## src/rtl/irq_ctrl_pkg.sv

```systemverilog
`timescale 1ns/1ps
package irq_ctrl_pkg;
  localparam int BANK_IDX_W = 3;
  localparam int OFF_STATUS = 'h00;
  localparam int OFF_ENABLE = 'h08;
  localparam int OFF_MASKED = 'h10;
  localparam int OFF_RAW    = 'h18;
  localparam int OFF_MODE   = 'h20;

  typedef enum logic [2:0] {
    SEL_NONE, SEL_STATUS, SEL_ENABLE, SEL_MASKED, SEL_RAW, SEL_MODE
  } regSel_e;

  typedef struct packed {
    logic                  clrStatus;
    logic                  wrEnable;
    logic                  wrMode;
    logic [BANK_IDX_W-1:0] bank;
    regSel_e               rdSel;
  } regStrobe_t;
endpackage

```

## src/rtl/irq_reg_decode.sv

```systemverilog
`timescale 1ns/1ps
module irq_reg_decode
  import irq_ctrl_pkg::*;
#(
  parameter int NUM_BANKS   = 5,
  parameter int ADDR_WIDTH  = 8,
  parameter int BANK_STRIDE = 'h28
) (
  input  logic [ADDR_WIDTH-1:0] regAddr,
  input  logic                  regWe,
  output regStrobe_t            strobe
);
  always_comb begin
    int addrInt;
    int offset;
    strobe       = '0;
    strobe.rdSel = SEL_NONE;
    addrInt      = int'(regAddr);
    for (int b = 0; b < NUM_BANKS; b++) begin
      if (addrInt >= b * BANK_STRIDE && addrInt < (b + 1) * BANK_STRIDE) begin
        offset      = addrInt - b * BANK_STRIDE;
        strobe.bank = BANK_IDX_W'(b);
        case (offset)
          OFF_STATUS: begin strobe.rdSel = SEL_STATUS; strobe.clrStatus = regWe; end
          OFF_ENABLE: begin strobe.rdSel = SEL_ENABLE; strobe.wrEnable  = regWe; end
          OFF_MASKED: strobe.rdSel = SEL_MASKED;
          OFF_RAW:    strobe.rdSel = SEL_RAW;
          OFF_MODE:   begin strobe.rdSel = SEL_MODE;   strobe.wrMode    = regWe; end
          default:    strobe.rdSel = SEL_NONE;
        endcase
      end
    end
  end
endmodule

```

## src/rtl/irq_bank_datapath.sv

```systemverilog
`timescale 1ns/1ps
module irq_bank_datapath
  import irq_ctrl_pkg::*;
#(
  parameter int NUM_BANKS = 5,
  parameter int SRC_WIDTH = 32,
  localparam int TOTAL_W  = NUM_BANKS * SRC_WIDTH
) (
  input  logic                 clk,
  input  logic                 rstN,
  input  logic [TOTAL_W-1:0]   srcIn,
  input  regStrobe_t           strobe,
  input  logic [SRC_WIDTH-1:0] wrData,
  output logic [SRC_WIDTH-1:0] rdData,
  output logic [TOTAL_W-1:0]   statusVec,
  output logic [TOTAL_W-1:0]   enableVec,
  output logic [TOTAL_W-1:0]   maskedVec
);
  logic [SRC_WIDTH-1:0] modeQ [NUM_BANKS];

  for (genvar b = 0; b < NUM_BANKS; b++) begin : g_bank
    logic                 bankHit;
    logic [SRC_WIDTH-1:0] statusQ;
    logic [SRC_WIDTH-1:0] enableQ;
    logic [SRC_WIDTH-1:0] clrMask;
    logic [SRC_WIDTH-1:0] srcBank;

    assign bankHit = (strobe.bank == BANK_IDX_W'(b));
    assign srcBank = srcIn[b*SRC_WIDTH +: SRC_WIDTH];
    assign clrMask = (strobe.clrStatus && bankHit) ? wrData : '0;

    always_ff @(posedge clk or negedge rstN) begin
      if (!rstN) begin
        statusQ  <= '0;
        enableQ  <= '0;
        modeQ[b] <= '0;
      end else begin
        statusQ <= (statusQ & ~clrMask) | srcBank;
        if (strobe.wrEnable && bankHit) enableQ  <= wrData;
        if (strobe.wrMode && bankHit)   modeQ[b] <= wrData;
      end
    end

    assign statusVec[b*SRC_WIDTH +: SRC_WIDTH] = statusQ;
    assign enableVec[b*SRC_WIDTH +: SRC_WIDTH] = enableQ;
    assign maskedVec[b*SRC_WIDTH +: SRC_WIDTH] = statusQ & enableQ;
  end

  always_comb begin
    rdData = '0;
    for (int b = 0; b < NUM_BANKS; b++) begin
      if (strobe.bank == BANK_IDX_W'(b)) begin
        case (strobe.rdSel)
          SEL_STATUS: rdData = statusVec[b*SRC_WIDTH +: SRC_WIDTH];
          SEL_ENABLE: rdData = enableVec[b*SRC_WIDTH +: SRC_WIDTH];
          SEL_MASKED: rdData = maskedVec[b*SRC_WIDTH +: SRC_WIDTH];
          SEL_RAW:    rdData = srcIn[b*SRC_WIDTH +: SRC_WIDTH];
          SEL_MODE:   rdData = modeQ[b];
          default:    rdData = '0;
        endcase
      end
    end
  end
endmodule

```

## src/rtl/irq_msb_encoder.sv

```systemverilog
`timescale 1ns/1ps
module irq_msb_encoder #(
  parameter int  WIDTH = 32,
  localparam int IDX_W = $clog2(WIDTH)
) (
  input  logic [WIDTH-1:0] vecIn,
  output logic [IDX_W-1:0] idxOut,
  output logic             anySet
);
  always_comb begin
    idxOut = '0;
    for (int i = 0; i < WIDTH; i++) begin
      if (vecIn[i]) idxOut = IDX_W'(i);
    end
  end
  assign anySet = |vecIn;
endmodule

```

## src/rtl/banked_irq_ctrl.sv

```systemverilog
`timescale 1ns/1ps
module banked_irq_ctrl
  import irq_ctrl_pkg::*;
#(
  parameter int  NUM_BANKS   = 5,
  parameter int  SRC_WIDTH   = 32,
  parameter int  ADDR_WIDTH  = 8,
  parameter int  BANK_STRIDE = 'h28,
  localparam int IDX_W       = $clog2(SRC_WIDTH),
  localparam int TOTAL_W     = NUM_BANKS * SRC_WIDTH
) (
  input  logic                         clk,
  input  logic                         rstN,
  input  logic [TOTAL_W-1:0]           srcIn,
  input  logic [ADDR_WIDTH-1:0]        regAddr,
  input  logic                         regWe,
  input  logic [SRC_WIDTH-1:0]         regWdata,
  output logic [SRC_WIDTH-1:0]         regRdata,
  output logic [NUM_BANKS-1:0]         bankReq,
  output logic [NUM_BANKS*IDX_W-1:0]   bankWinner,
  output logic                         anyReq,
  output logic [BANK_IDX_W-1:0]        winBank
);
  regStrobe_t         strobe;
  logic [TOTAL_W-1:0] statusVec;
  logic [TOTAL_W-1:0] enableVec;
  logic [TOTAL_W-1:0] maskedVec;

  irq_reg_decode #(
    .NUM_BANKS(NUM_BANKS), .ADDR_WIDTH(ADDR_WIDTH), .BANK_STRIDE(BANK_STRIDE)
  ) decode_i (
    .regAddr(regAddr), .regWe(regWe), .strobe(strobe)
  );

  irq_bank_datapath #(
    .NUM_BANKS(NUM_BANKS), .SRC_WIDTH(SRC_WIDTH)
  ) datapath_i (
    .clk(clk), .rstN(rstN), .srcIn(srcIn), .strobe(strobe), .wrData(regWdata),
    .rdData(regRdata), .statusVec(statusVec), .enableVec(enableVec),
    .maskedVec(maskedVec)
  );

  for (genvar b = 0; b < NUM_BANKS; b++) begin : g_enc
    irq_msb_encoder #(.WIDTH(SRC_WIDTH)) enc_i (
      .vecIn (maskedVec[b*SRC_WIDTH +: SRC_WIDTH]),
      .idxOut(bankWinner[b*IDX_W +: IDX_W]),
      .anySet(bankReq[b])
    );
  end

  always_comb begin
    winBank = '0;
    for (int b = NUM_BANKS - 1; b >= 0; b--) begin
      if (bankReq[b]) winBank = BANK_IDX_W'(b);
    end
  end
  assign anyReq = |bankReq;
endmodule

```

## config.mk

```make
export PLATFORM = sky130hd
export DESIGN_NAME = banked_irq_ctrl
export DESIGN_NICKNAME = d
export VERILOG_FILES = /design/src/rtl/irq_ctrl_pkg.sv /design/src/rtl/irq_reg_decode.sv /design/src/rtl/irq_bank_datapath.sv /design/src/rtl/irq_msb_encoder.sv /design/src/rtl/banked_irq_ctrl.sv
export SDC_FILE = /design/constraint.sdc
export NUM_CORES = 1
export LEC_CHECK = 0
export BUFFER_PORTS_ARGS = -buffer_cell sky130_fd_sc_hd__buf_2
export CAP_MARGIN = 20
export CORE_MARGIN = 5
export CORE_UTILIZATION = 57
export CTS_CLUSTER_SIZE = 10
export DETAILED_ROUTE_END_ITERATION = 16
export PLACE_DENSITY = 0.77
export RECOVER_POWER = 25
export SLEW_MARGIN = 5
export SYNTH_ARGS = -nofsm -noshare
export SYNTH_HDL_FRONTEND = slang
export SYNTH_SLANG_ARGS = --single-unit
export TNS_END_PERCENT = 50
```

## constraint.sdc

```tcl
create_clock -name clk -period 3.92 [get_ports clk]
set_input_delay 0 -clock clk [delete_from_list [all_inputs] [get_ports clk]]
set_output_delay 0 -clock clk [all_outputs]
set_load 0.01 [all_outputs]
```

# Word level (Yosys, flattened, before mapping)
# Cells that the tools add are included.
word_totals:
  ff_bits: 480
  inputBits: 203
  out_inout_bits: 66
  word_cells: 308
op_classes:
  n_addsub: 4
  magnitude_cmp: 9
  eq_ne: 29
  n_mux: 200
  bitwise_logic: 20
  n_reduce_logical: 31
ops:
  columns: ["op", "count"]
  rows:
  - ["32-bit case mux with 5 select lines", 5]
  - ["5-bit 2-to-1 mux", 80]
  - ["32-bit AND", 10]
  - ["32-bit 2-to-1 mux", 10]
  - ["32-bit by 5-bit equality test with 1-bit output (second input constant)", 8]
  - ["32-bit zero test", 5]
  - ["4-bit 2-to-1 mux", 40]
  - ["32-bit NOT", 5]
  - ["32-bit OR", 5]
  - ["160-bit OR reduction", 1]
  - ["32-bit OR reduction", 5]
  - ["32-bit by 4-bit equality test with 1-bit output (second input constant)", 4]
  - ["32-bit by 6-bit equality test with 1-bit output (second input constant)", 4]
  - ["3-bit 2-to-1 mux", 25]
  - ["3-bit case mux with 5 select lines", 5]
  - ["9-bit 2-to-1 mux", 5]
  - ["1-bit 2-to-1 mux", 20]
  - ["2-bit 2-to-1 mux", 10]
  - ["1-bit logical AND", 19]
  - ["8-bit by 7-bit subtractor with 9-bit output (second input constant)", 2]
  - ["8-bit by 5-bit equality test with 1-bit output (second input constant)", 2]
  - ["8-bit by 7-bit >= comparator with 1-bit output (second input constant)", 2]
  - ["8-bit by 7-bit less-than comparator with 1-bit output (second input constant)", 2]
  - ["8-bit less-than comparator (second input constant)", 2]
  - ["11 further kinds", 17]

# Longest topological paths before layout
logic_depth:
  depth_word: 32
  depth_mapped: 19
  mapped_depth_nobuf: 14

# Cells and area by module
# Synthesis repeated with hierarchy kept, for this count alone.
unflattened:
  cells_unflattened: 2734
  hier_area_um2: 27909.3
modules_own_cells:
  columns: ["module", "instances", "cells_each", "area_per_inst_um2", "seq_area_each_um2"]
  rows:
  - ["irq_bank_datapath", 1, 2279, 25081.6, 12011.5]
  - ["irq_msb_encoder", 5, 62, 366.6, 0.0]
  - ["irq_reg_decode", 1, 137, 945.9, 0.0]
  - ["banked_irq_ctrl", 1, 8, 48.8, 0.0]

# Worst setup path after synthesis
# No wires, ideal clock.
synth_timing:
  path_type: "in2out"
  start: "input regAddr[4]"
  end: "output regRdata[11]"
  arrival_ps: 3141
  required_time_ps: 3920
  path_slack_ps: 779
  cell_stages: 16
  path_buffers: 4
  cell_sequence: "buf_2 buf_4 inv_1 ha_1 clkinv_1 or3_1 a211o_1 o221a_2 o21a_1 buf_4 nor2_2 buf_2 nand2_1 nand3_1 a221oi_1 nor4_1"
synth_between:
  elab_chain_len: 14
  elab_cells_between_ends: 72
  cone_classes: "add/sub: 4; order compare: 9; eq/ne: 29; mux: 20; reduce/logical: 10"
synth_rtl:
  columns: ["item", "line", "source"]
  rows:
  - ["from (decl)", "banked_irq_ctrl.sv:15", "input logic [ADDR_WIDTH-1:0] regAddr,"]
  - ["8-bit by 6-bit subtractor with 9-bit output (tied with other cells)", "irq_reg_decode.sv:21", "offset = addrInt - b * BANK_STRIDE;"]
  - ["32-bit by 6-bit equality test with 1-bit output (tied with other cells)", "irq_reg_decode.sv:23", "case (offset)"]
  - ["3-bit case mux with 5 select lines or 9-bit 2-to-1 mux (tied branches)", "irq_reg_decode.sv:23, irq_reg_decode.sv:20", null]
  - ["9-bit 2-to-1 mux (3 in series)", "irq_reg_decode.sv:20", "if (addrInt >= b * BANK_STRIDE && addrInt < (b + 1) * BANK_STRIDE) begin"]
  - ["9-bit 2-to-1 mux (*)", "irq_reg_decode.sv:20", null]
  - ["3-bit equality test (tied with other cells)", "irq_bank_datapath.sv:53", "case (strobe.rdSel)"]
  - ["32-bit case mux with 5 select lines", "irq_bank_datapath.sv:53", null]
  - ["32-bit 2-to-1 mux (4 in series)", "irq_bank_datapath.sv:52", "if (strobe.bank == BANK_IDX_W'(b)) begin"]
  - ["32-bit 2-to-1 mux (*)", "irq_bank_datapath.sv:52", null]
  - ["to (decl)", "banked_irq_ctrl.sv:18", "output logic [SRC_WIDTH-1:0] regRdata,"]
# Every way passes the cells marked *; elsewhere a longest branch is shown, timed or not.

# Final worst setup path
layout_timing:
  start: "input regAddr[7]"
  end: "output regRdata[15]"
# The elaborated chain is that of the path after synthesis.

==> metrics <==
status=complete, but fails checks; failing checks=max-capacitance violations, max-slew violations; critical path class=primary input to output port; class of the worst hold path=primary input to flop; Num CTS Buffers=55; Final Wtd Congestion=around 1.0; Seq/Total Area, Yosys=0.435; PD cells=approximately 380 nW/um^2; final setup fails=0; via count=between 20k and 30k; All-Layer GR Usage=0.437; Synth top area share=0.435; count of flip-flops with a built-in enable after synthesis=0; Tmin final=3.79 ns; Nets=3743; Synth Instances=about 2.9k; clock transition at the registers of the reported paths=0.06 ns; startpoint types=primary input; top_reg_cell synth=dfrtp_1; syn_area_per_cell=9.53 sq um; starting density of the core=0.577; CTS Root Cell=clkbuf_16; # rows=80; clock sinks=480; synthesized netlist net count=3108; Critical Path RT=3.92 ns; I/O Pins=269; DRC=0; final period utilization=0.966; Ys Warns=0; final hold slack=around 0.35 ns; Crit path largest cell delay=0.46 ns; slowest stage cell, crit path=or3b_2; DRT Pass-1 Iters=6; largest net degree at the start of global routing=112; hold path start=regWe; Synth Register Bits=480; filler instances=3291; antenna-violating nets left=0; Wirelength per Cell=between 20 and 30 um; setup TNS=0 ns; number of port buffers=268; max-cap viol count=1; DRT iter0 DRCs=4169; CP cell instances=buf_2 > buf_4 > or3b_2 > o22ai_1 > o22ai_1 > o221a_2 > o21a_4 > nor2_2 > buf_6 > a221oi_1 > a21oi_1 > o21ai_0 > a311oi_2 > buf_2; H-tree Lvls=2; Post-Syn Area=27600 sq um; share of layout cells above drive strength 1=0.247; Worst Setup Slack post-DPL=-0.0339 ns; Slew Viols, Final=97; Die X-Extent=230 um; cell with the most instances after synthesis=nand2_1; worst vdd ir=0.367 mV; top cell type by total area after synthesis=dfrtp_1; Max Clock Skew=0 ns; unrepaired setup endpoints after global routing=false; CP Launch Point=regAddr[7]; Post-synth top cells=nand2_1 (607), dfrtp_1 (480), mux2_2 (324), a21oi_1 (191), a21o_1 (166); initial antenna violation count=5; Cell variety after synth=slightly below 90; full die area=52900 sq um; reg-to-reg startpoint=datapath_i.g_bank[2].statusQ[6]; Tightest Pin Transition=2.62 ns; Final Hold Vio Count=0; family with the most delay on the worst path=compound AO/OA/AOI/OAI gates; P&R area growth vs syn=29.1%; flop2flop setup slack=2.56 ns; DRT Wirelength=between 100000 and 150000 um; leakage=14.6 nW; Crit Path Max Fanout=14; worst-skew pair later-pin latency=0.62 ns; Util after Layout=0.745; Crit path buffers/inverters=4; Final Power=13.5 mW; post-DP HPWL=79600 um; post-CTS setup buffers=0; Core Box Area=47800 sq um; global-route wire length before repair=178000 um; clock buffer depth=3; Worst Path Arrival=3.79 ns; FFs w/ async S/R, synth=1.00; crit end category=output port; vias in the first global route=just under 30k; CTS tree=done; Synth area leaders=dfrtp_1 (44%), mux2_2 (13%), nand2_1 (8.3%); relative slew slack=-0.748; post-route setup slack=0.133 ns; die extent in y=230 um; Congestion Overflow GR=0; Fmax=~0.26 GHz; vias per cell=6.92
power by group:
part	switching, mW	internal [mW]	total [mW]
sequential	0.320	5.47	5.79
combinational	1.74	1.22	2.95
clock	2.12	2.68	4.79
flip-flops by register name (all words and copies together) (netlist names):
name,flops
datapath_i.g_bank.enableQ,160
datapath_i.g_bank.statusQ,160
datapath_i.modeQ,160
placed cells by master, fill, tap and decap left out, types with 15 or more instances in the layout:
cell type | synthesis | routed
a21boi_0 | 15 | 15
a21oi_1 | 191 | 191
dfrtp_1 | 480 | 480
nand2_1 | 607 | 607
a31oi_1 | 45 | 45
mux2i_1 | 64 | 64
a22o_1 | 23 | 22
nand3_1 | 68 | 67
buf_2 | 85 | 267
a221oi_1 | 19 | 18
buf_4 | 22 | 134
mux2_2 | 324 | 324
a22oi_1 | 66 | 66
nor2_1 | 55 | 43
o21ai_0 | 118 | 118
buf_12 | 0 | 32
clkbuf_16 | 0 | 56
dlygate4sd3_1 | 0 | 353
nor3_1 | 21 | 19
o211ai_1 | 114 | 114
a21o_1 | 166 | 166
o22ai_1 | 28 | 28
a211oi_1 | 19 | 17
inv_1 | 16 | 16
kinds of logic after synthesis:
logic type | Yosys count | share of synthesized area
AOI/OAI and AO/OA | 938 | 0.233
xor gates and xnor gates | 7 | 0.00222
adders and majority gates | 9 | 0.00408
buffers and inverters | 231 | 0.0388
DFF | 480 | 0.435
muxes | 391 | 0.157
and+or+nand+nor | 840 | 0.130
layer usage:
metal,track usage,up-vias,share of wire
li1,-,11900,-
met1,0.552,13900,0.35
met2,0.664,2394,0.44
met3,0.126,608,0.13
met4,0.275,6,0.077
met5,0,-,0.00085
area by class of cell:
class	instances	area [sq um]	share of cell area
Antenna cell	4	10.0	0.000281
Clock buffer	69	1480	0.0415
Clock inverter	3	80.1	0.00225
Inverter	17	63.8	0.00179
Multi-Input combinational cell	2185	14700	0.411
Sequential cell	480	12000	0.337
Tap cell	615	769	0.0216
Timing Repair Buffer	792	6570	0.184
stage by stage:
step / cells / instance area [sq um]
finish: 4165 / 35600
global route: 4162 / 35600
CTS: 4161 / 35600
detailed placement: 3736 / 30500
global placement: 3736 / 30500
floorplan: 2896 / 27600
worst register-to-register path: cells and delay by family (launching register included):
kind            cells  cell delay, ns
flops               1            0.47
buf+inv             1            0.56
compound gates      1            0.20
path summary, 6_finish.rpt:
| kind | cells past startpoint | to |
|---|---|---|
| worst max register to register | 2 | datapath_i.g_bank[2].statusQ[6] |
| max in group asynchronous | 3 | datapath_i.g_bank[2].enableQ[29] |
| min in group asynchronous | 2 | datapath_i.g_bank[0].enableQ[9] |
| worst max-delay path | 14 | regRdata[15] |
| worst min register to register | 1 | datapath_i.modeQ[49] |
| worst min-delay path | 6 | datapath_i.g_bank[1].enableQ[19] |
timing repair:
item                                    CTS  global route
resized for setup                         1            11
endpoints found under the setup margin    1            18
hold buffers                            353             0
cloned                                    0             0
hold endpoints to repair                571             0
No activity file was read; power rests on OpenSTA's default activity.
